<file path="src/rtl/wef_pkg.sv">
package wef_pkg;
  parameter int unsigned WEF_DATA_W = 8;
  localparam logic RW_READ  = 1'b1;
  localparam logic RW_WRITE = 1'b0;
endpackage

</file>
<file path="src/rtl/wef_rw_tracker.sv">
module wef_rw_tracker
  import wef_pkg::*;
(
  input  logic clk,
  input  logic rst,
  input  logic rw_i,
  output logic fall_o
);
  logic prev_q;
  logic past_ok_q;

  always_ff @(posedge clk) begin
    if (rst) begin
      prev_q    <= RW_READ;
      past_ok_q <= 1'b0;
    end else begin
      prev_q    <= rw_i;
      past_ok_q <= 1'b1;
    end
  end

  assign fall_o = (prev_q == RW_READ) && (rw_i == RW_WRITE);

  AST_NO_FALL_IN_RUN: assert property (@(posedge clk) disable iff (rst)
    (past_ok_q && $past(rw_i) == RW_WRITE) |-> !fall_o);

  AST_NO_FALL_ON_READ: assert property (@(posedge clk) disable iff (rst)
    (rw_i == RW_READ) |-> !fall_o);
endmodule

</file>
<file path="src/rtl/wef_accept.sv">
module wef_accept (
  input  logic clk,
  input  logic rst,
  input  logic fall_i,
  input  logic sel_i,
  output logic strobe_o
);
  always_ff @(posedge clk) begin
    if (rst) strobe_o <= 1'b0;
    else     strobe_o <= fall_i && sel_i;
  end

  AST_SINGLE_PULSE: assert property (@(posedge clk) disable iff (rst)
    strobe_o |=> !strobe_o);

  AST_PULSE_SELECTED: assert property (@(posedge clk) disable iff (rst)
    (!sel_i) |=> !strobe_o);
endmodule

</file>
<file path="src/rtl/wef_data_reg.sv">
module wef_data_reg #(
  parameter int unsigned DATA_W = 8
) (
  input  logic              clk,
  input  logic              rst,
  input  logic              load_i,
  input  logic [DATA_W-1:0] d_i,
  output logic [DATA_W-1:0] q_o
);
  always_ff @(posedge clk) begin
    if (rst)         q_o <= '0;
    else if (load_i) q_o <= d_i;
  end
endmodule

</file>
<file path="src/rtl/wef_top.sv">
module wef_top
  import wef_pkg::*;
#(
  parameter int unsigned DATA_W = WEF_DATA_W
) (
  input  logic              clk,
  input  logic              rst,
  input  logic              cpu_rw_i,
  input  logic              port_sel_i,
  input  logic [DATA_W-1:0] cpu_data_i,
  output logic              wr_accept_o,
  output logic [DATA_W-1:0] wr_data_o
);
  logic fall;
  logic load;

  wef_rw_tracker u_track (
    .clk    (clk),
    .rst    (rst),
    .rw_i   (cpu_rw_i),
    .fall_o (fall)
  );

  wef_accept u_accept (
    .clk      (clk),
    .rst      (rst),
    .fall_i   (fall),
    .sel_i    (port_sel_i),
    .strobe_o (wr_accept_o)
  );

  assign load = fall && port_sel_i;

  wef_data_reg #(.DATA_W(DATA_W)) u_data (
    .clk    (clk),
    .rst    (rst),
    .load_i (load),
    .d_i    (cpu_data_i),
    .q_o    (wr_data_o)
  );

  AST_DATA_MATCH: assert property (@(posedge clk) disable iff (rst)
    (port_sel_i && cpu_rw_i == RW_WRITE) |=> (!wr_accept_o || wr_data_o == $past(cpu_data_i)));

  AST_DATA_HOLD: assert property (@(posedge clk) disable iff (rst)
    !wr_accept_o |-> $stable(wr_data_o));

  AST_READ_NO_ACCEPT: assert property (@(posedge clk) disable iff (rst)
    (cpu_rw_i == RW_READ) |=> !wr_accept_o);
endmodule

</file>
<file path="config.mk">
export PLATFORM = sky130hd
export DESIGN_NAME = wef_top
export DESIGN_NICKNAME = d
export VERILOG_FILES = /design/src/rtl/wef_pkg.sv /design/src/rtl/wef_rw_tracker.sv /design/src/rtl/wef_accept.sv /design/src/rtl/wef_data_reg.sv /design/src/rtl/wef_top.sv
export SDC_FILE = /design/constraint.sdc
export NUM_CORES = 1
export LEC_CHECK = 0
export ABC_AREA = 1
export ABC_CLOCK_PERIOD_IN_PS = 1000
export BUFFER_PORTS_ARGS = -buffer_cell sky130_fd_sc_hd__buf_2
export CAP_MARGIN = 10
export CORE_AREA = 4 4 41 43
export DETAILED_ROUTE_END_ITERATION = 12
export DIE_AREA = 0 0 45 47
export GPL_ROUTABILITY_DRIVEN = 0
export MAX_ROUTING_LAYER = met4
export PLACE_DENSITY = 0.68
export SYNTH_ARGS = -nofsm -noshare
export SYNTH_HDL_FRONTEND = slang
export SYNTH_SLANG_ARGS = --single-unit
</file>
<file path="constraint.sdc">
create_clock -name clk -period 1 [get_ports clk]
set_input_delay 0.25 -clock clk [delete_from_list [all_inputs] [get_ports clk]]
set_output_delay 0.25 -clock clk [all_outputs]
set_load 0.01 [all_outputs]
</file>
# Word level (Yosys, flattened, before mapping)
# Cells that the tools add are included.
[word_totals]
register_bits = 10
out_inout_bits = 9
[classes]
n_reduce_logical = 2
bitwise_logic = 1
[ops]
columns = ["cell", "count"]
rows = [
  ["logical AND 1 bit", 2],
  ["inverter 1 bit", 1],
]

# Longest topological paths before layout
[depth]
word_depth = 3
ltp_mapped = 6
depth_no_buf = 5

# Modules after synthesis
# From an unflattened synthesis, not the netlist that was laid out.
[hier_totals]
hier_cells = 62
hier_area_um2 = 417.9
[modules_own_cells]
columns = ["module", "seq_area_each_um2", "area_each_um2", "cells_per_inst", "n_inst"]
rows = [
  ["wef_data_reg", 160.2, 341.6, 51, 1],
  ["wef_rw_tracker", 20.0, 38.8, 6, 1],
  ["wef_accept", 20.0, 30.0, 3, 1],
  ["wef_top", 0.0, 7.5, 2, 1],
]

# Worst setup path before layout
# OpenSTA, ideal clock, no wires.
[synth_timing]
path_kind = "register to register"
startpoint = "reg u_track.prev_q"
endpoint = "reg u_data.q_o[0]"
synth_period_minus_slack_ps = 817
stages_incl_launch_ff = 5
arrival_time_ps = 704
path_slack_ps = 183
required_ps = 887
n_path_buf = 1
cell_sequence = "dfxtp_1 -> nand3_4 -> buf_6 -> nor2_1 -> nor2_1"
[synth_between]
elab_chain_len = 2
[synth_rtl]
columns = ["element", "line_no", "rtl"]
rows = [
  ["from (decl)", "wef_rw_tracker.sv:9", "logic prev_q;"],
  ["from (signal assigned)", "wef_rw_tracker.sv:17", "prev_q <= rw_i;"],
  ["logical AND 1 bit", "wef_rw_tracker.sv:22", "assign fall_o = (prev_q == RW_READ) && (rw_i == RW_WRITE);"],
  ["logical AND 1 bit", "wef_top.sv:32", "assign load = fall && port_sel_i;"],
  ["to (signal assigned)", "wef_data_reg.sv:12", "else if (load_i) q_o <= d_i;"],
  ["to (decl)", "wef_data_reg.sv:8", "output logic [DATA_W-1:0] q_o"],
]
# Every way passes these cells.
# A chain may end at the register's enable or synchronous reset.

# Worst setup path after layout
[layout_timing]
startpoint = "reg u_data.q_o[3]"
endpoint = "out wr_data_o[3]"
[layout_lines]
columns = ["element", "line_no", "rtl"]
rows = [
  ["to (decl)", "wef_top.sv:12", "output logic [DATA_W-1:0] wr_data_o"],
]
# No word-level cell between the ends.

==> key figures <==
Detailed routing
  – Via/cell ratio: 3.936
  – DRC: 0
  – 1st-iter DRT viols: 2
  – TritonRoute pass-1 iters: 3
  – Wirelength, routed: 773 µm
  – Post-route ant nets: 0
  – Via count: 370
  – Wire per inst: roughly 8 µm

Logic synthesis
  – Yosys warning count: 0
  – Synth top area share: about half
  – Library cells used by synthesis: 9
  – Mapped Cells: 56
  – Synth top area cells: dfxtp_1 50%, nor2_1 16%, nand2_1 15%, inv_1 7.6%, nand3_4 4.4%
  – Synthesis-stage register bit count: 10
  – Synth Net Count: between 60 and 70
  – Post-Syn Area per Cell: roughly 7 µm²
  – Mapped cell area: 396.6 µm²
  – Sequential area share after synthesis: roughly half
  – Largest area contributor in the netlist: dfxtp_1

Worst setup path
  – WP buf/inv: 1
  – Crit path max fanout: 2
  – Critical R2R Capture: u_data.q_o[7]$_SDFFE_PP0P_
  – CP Launch Type: flop
  – Crit path largest cell delay: around 0.33 ns
  – CP arrival: approximately 0.70 ns
  – CP required: approximately 0.75 ns
  – Critical path cell sequence: buf_6
  – Reg2Reg Setup Slack: ~0.16 ns
  – Delay-heaviest family, CP: flip-flops
  – R2R depth: 3
  – Worst path slowest cell: dfxtp_2
  – Critical R2R Launch: u_track.prev_q$_SDFF_PP1_
  – Setup CP Type: flop to output pin
  – Crit end category: output pin

Die
  – Rows: 13
  – Die Area: 0.002115 mm²
  – Core Region: approximately 0.0013 mm²
  – Die Width: about 45 µm
  – Die Ht: 47 µm
  – Starting density of the core: between 30% and 40%
  – Ports: 21

Power
  – Seq pwr share: roughly 48%
  – Peak supply drop: 1.019 mV
  – P_sw: 0.0002104 W
  – Combinational group share of total power: approximately 14%
  – Internal: about 0.00071 W
  – Final Power: about 0.0009 W
  – Clock network power share: a little under two fifths
  – Lkg Pwr: 0.3247 nW
  – Pwr dens: 1628 mW/mm²
  – Sw frac: between 20% and 30%

Timing
  – Unrepaired setup endpoints after global routing: false
  – Final Setup Violations: 0
  – Relative slew slack: a little over four fifths
  – Final Critical Period: 0.9542 ns
  – Final worst path period share: a little over nine tenths
  – Worst Skew: 0.001397 ns
  – Slew at the pin closest to its max-slew limit: approximately 0.24 ns
  – Final hold vios: 0
  – Top achievable clock speed: approximately 1000 MHz
  – Setup WS post-layout: about 0.046 ns
  – Setup TNS Final: 0 ns
  – Slew Limit Fails: 0

Clock network
  – Cts bufs inserted: 3
  – CTS Root Cell: clkbuf_4
  – Clk buf depth: 2
  – CTS Hold Bufs: 0
  – # clock sinks: 10
  – H-tree levels: 1
  – Clock latency at the later pin of the worst-skew pair: about 0.26 ns
  – CTS tree: done
  – Clock-pin transition on the worst setup and hold timing paths: roughly 0.06 ns

Layout
  – Final instance area: between 500 and 600 µm²
  – Multi-input gate area: approximately 150 µm²
  – Share of post-route cells with drive strength above 1: 44.30%
  – Fin nets: 92
  – # fillers: 141
  – Sequential Area: 210.2 µm²
  – ANT cells: 0
  – Area growth syn-to-layout: 41.96%

Run
  – Maxcap violations: 0

Place
  – Number of port buffers: 20
  – Hpwl dp: 569.4 µm
  – Placed cell areas: roughly 500 µm²
  – Worst slack, placed: 0.09137 ns

Min path
  – Hold_sp: rst
  – Hold Crit Class: input pin to flop
  – Hold worst-path end: u_accept.strobe_o$_SDFF_PP0_
  – Cells on Worst Hold Path: 2

GRT
  – Largest net degree at the start of global routing: 18
  – Vias in the first global route: 340
  – Overflow after GRT: 0
  – All-Layer GR Usage: 8.867%
  – First-pass GRT wire length: about 1.3 mm
  – Number of antenna violations at the first check in global routing: 0

Status
  – Run status: finished, final reports clean
-- cell families after synthesis --
kind of cell           count (synthesis)  synth area share (%)
buffers and inverters                 11                 12.30
and+or+nand+nor                       35                 37.23
DFF                                   10                 50.47
-- repair_timing --
action,in CTS,in global routing
endpoints found under the setup margin,0,8
resized for setup,0,10
buffers inserted,0,0
-- cell usage in the layout (no fill, tap or decap), types with 2 or more instances in the layout --
cell type	synthesis	final
nor2_1	17	17
inv_1	8	8
dfxtp_1	10	2
dfxtp_2	0	8
buf_2	0	18
clkbuf_4	0	3
nand2_1	16	16
buf_6	1	2
-- power by group through the flow --
| stage | Clock (W) | Combinational [W] | Sequential [W] |
|---|---|---|---|
| 5_1_grt | 0.000393 | 0.000142 | 0.000443 |
| 3_3_place_gp | 0 | 0.000118 | 0.000443 |
| 6_report | 0.000352 | 0.000124 | 0.000440 |
| 2_1_floorplan | 0 | 0.0000591 | 0.000455 |
| 3_5_place_dp | 0 | 0.000120 | 0.000443 |
| 4_1_cts | 0.000374 | 0.000121 | 0.000435 |
-- how the worst max path moves through the flow --
| stage | from | to | cells past startpoint |
|---|---|---|---|
| after floorplan | u_track.prev_q$_SDFF_PP1_ | u_data.q_o[0]$_SDFFE_PP0P_ | 4 |
| after global placement | cpu_rw_i | u_data.q_o[3]$_SDFFE_PP0P_ | 5 |
| after detailed placement | cpu_rw_i | u_data.q_o[7]$_SDFFE_PP0P_ | 5 |
| after CTS | u_data.q_o[3]$_SDFFE_PP0P_ | wr_data_o[3] | 1 |
| after global routing | u_data.q_o[1]$_SDFFE_PP0P_ | wr_data_o[1] | 1 |
| final | u_data.q_o[3]$_SDFFE_PP0P_ | wr_data_o[3] | 1 |
-- layer usage --
| layer | share of wire [%] | wire, µm | vias to the layer above | track usage (%) |
|---|---|---|---|---|
| met5 | 0 | 0 | - | - |
| met4 | 0 | 0 | 0 | 3.509 |
| met3 | 11 | 83 | 0 | 5.747 |
| met2 | 44 | 337 | 15 | 13.56 |
| met1 | 45 | 351 | 152 | 9.028 |
| li1 | - | - | 203 | - |
-- cells in the mapped netlist (all sizes together) --
cell    count
clkinv      1
nand2      17
dfxtp      10
buf         1
nor2       17
inv         9
nand3       1
-- per-stage QoR --
step | std cells | hold WS [ns] | utilization (%)
after global placement | 90 | 0.4302 | 38.75
after global routing | 94 | 0.1511 | 43.27
after detailed placement | 90 | 0.4356 | 38.75
after CTS | 94 | 0.1458 | 41.54
final | 94 | 0.1600 | 43.27
after floorplan | 56 | 0.3224 | -
-- registers in the layout, summed over array words and instances (netlist names) --
register and flops:
u_accept.strobe_o 1, u_track.prev_q 1, u_data.q_o 8
-- worst register-to-register path: cells and delay by family (launching register included) --
kind | cells | cell delay, ns
AND/OR/NAND/NOR | 3 | 0.39
flip-flops | 1 | 0.35
-- layout make-up --
type | instances | area share, %
Clock buffer | 4 | 6.444
Inverter | 10 | 6.667
Timing Repair Buffer | 20 | 20.00
Tap cell | 15 | 3.333
Multi-Input combinational cell | 35 | 26.22
Sequential cell | 10 | 37.33
No activity file was read; power rests on OpenSTA's default activity.
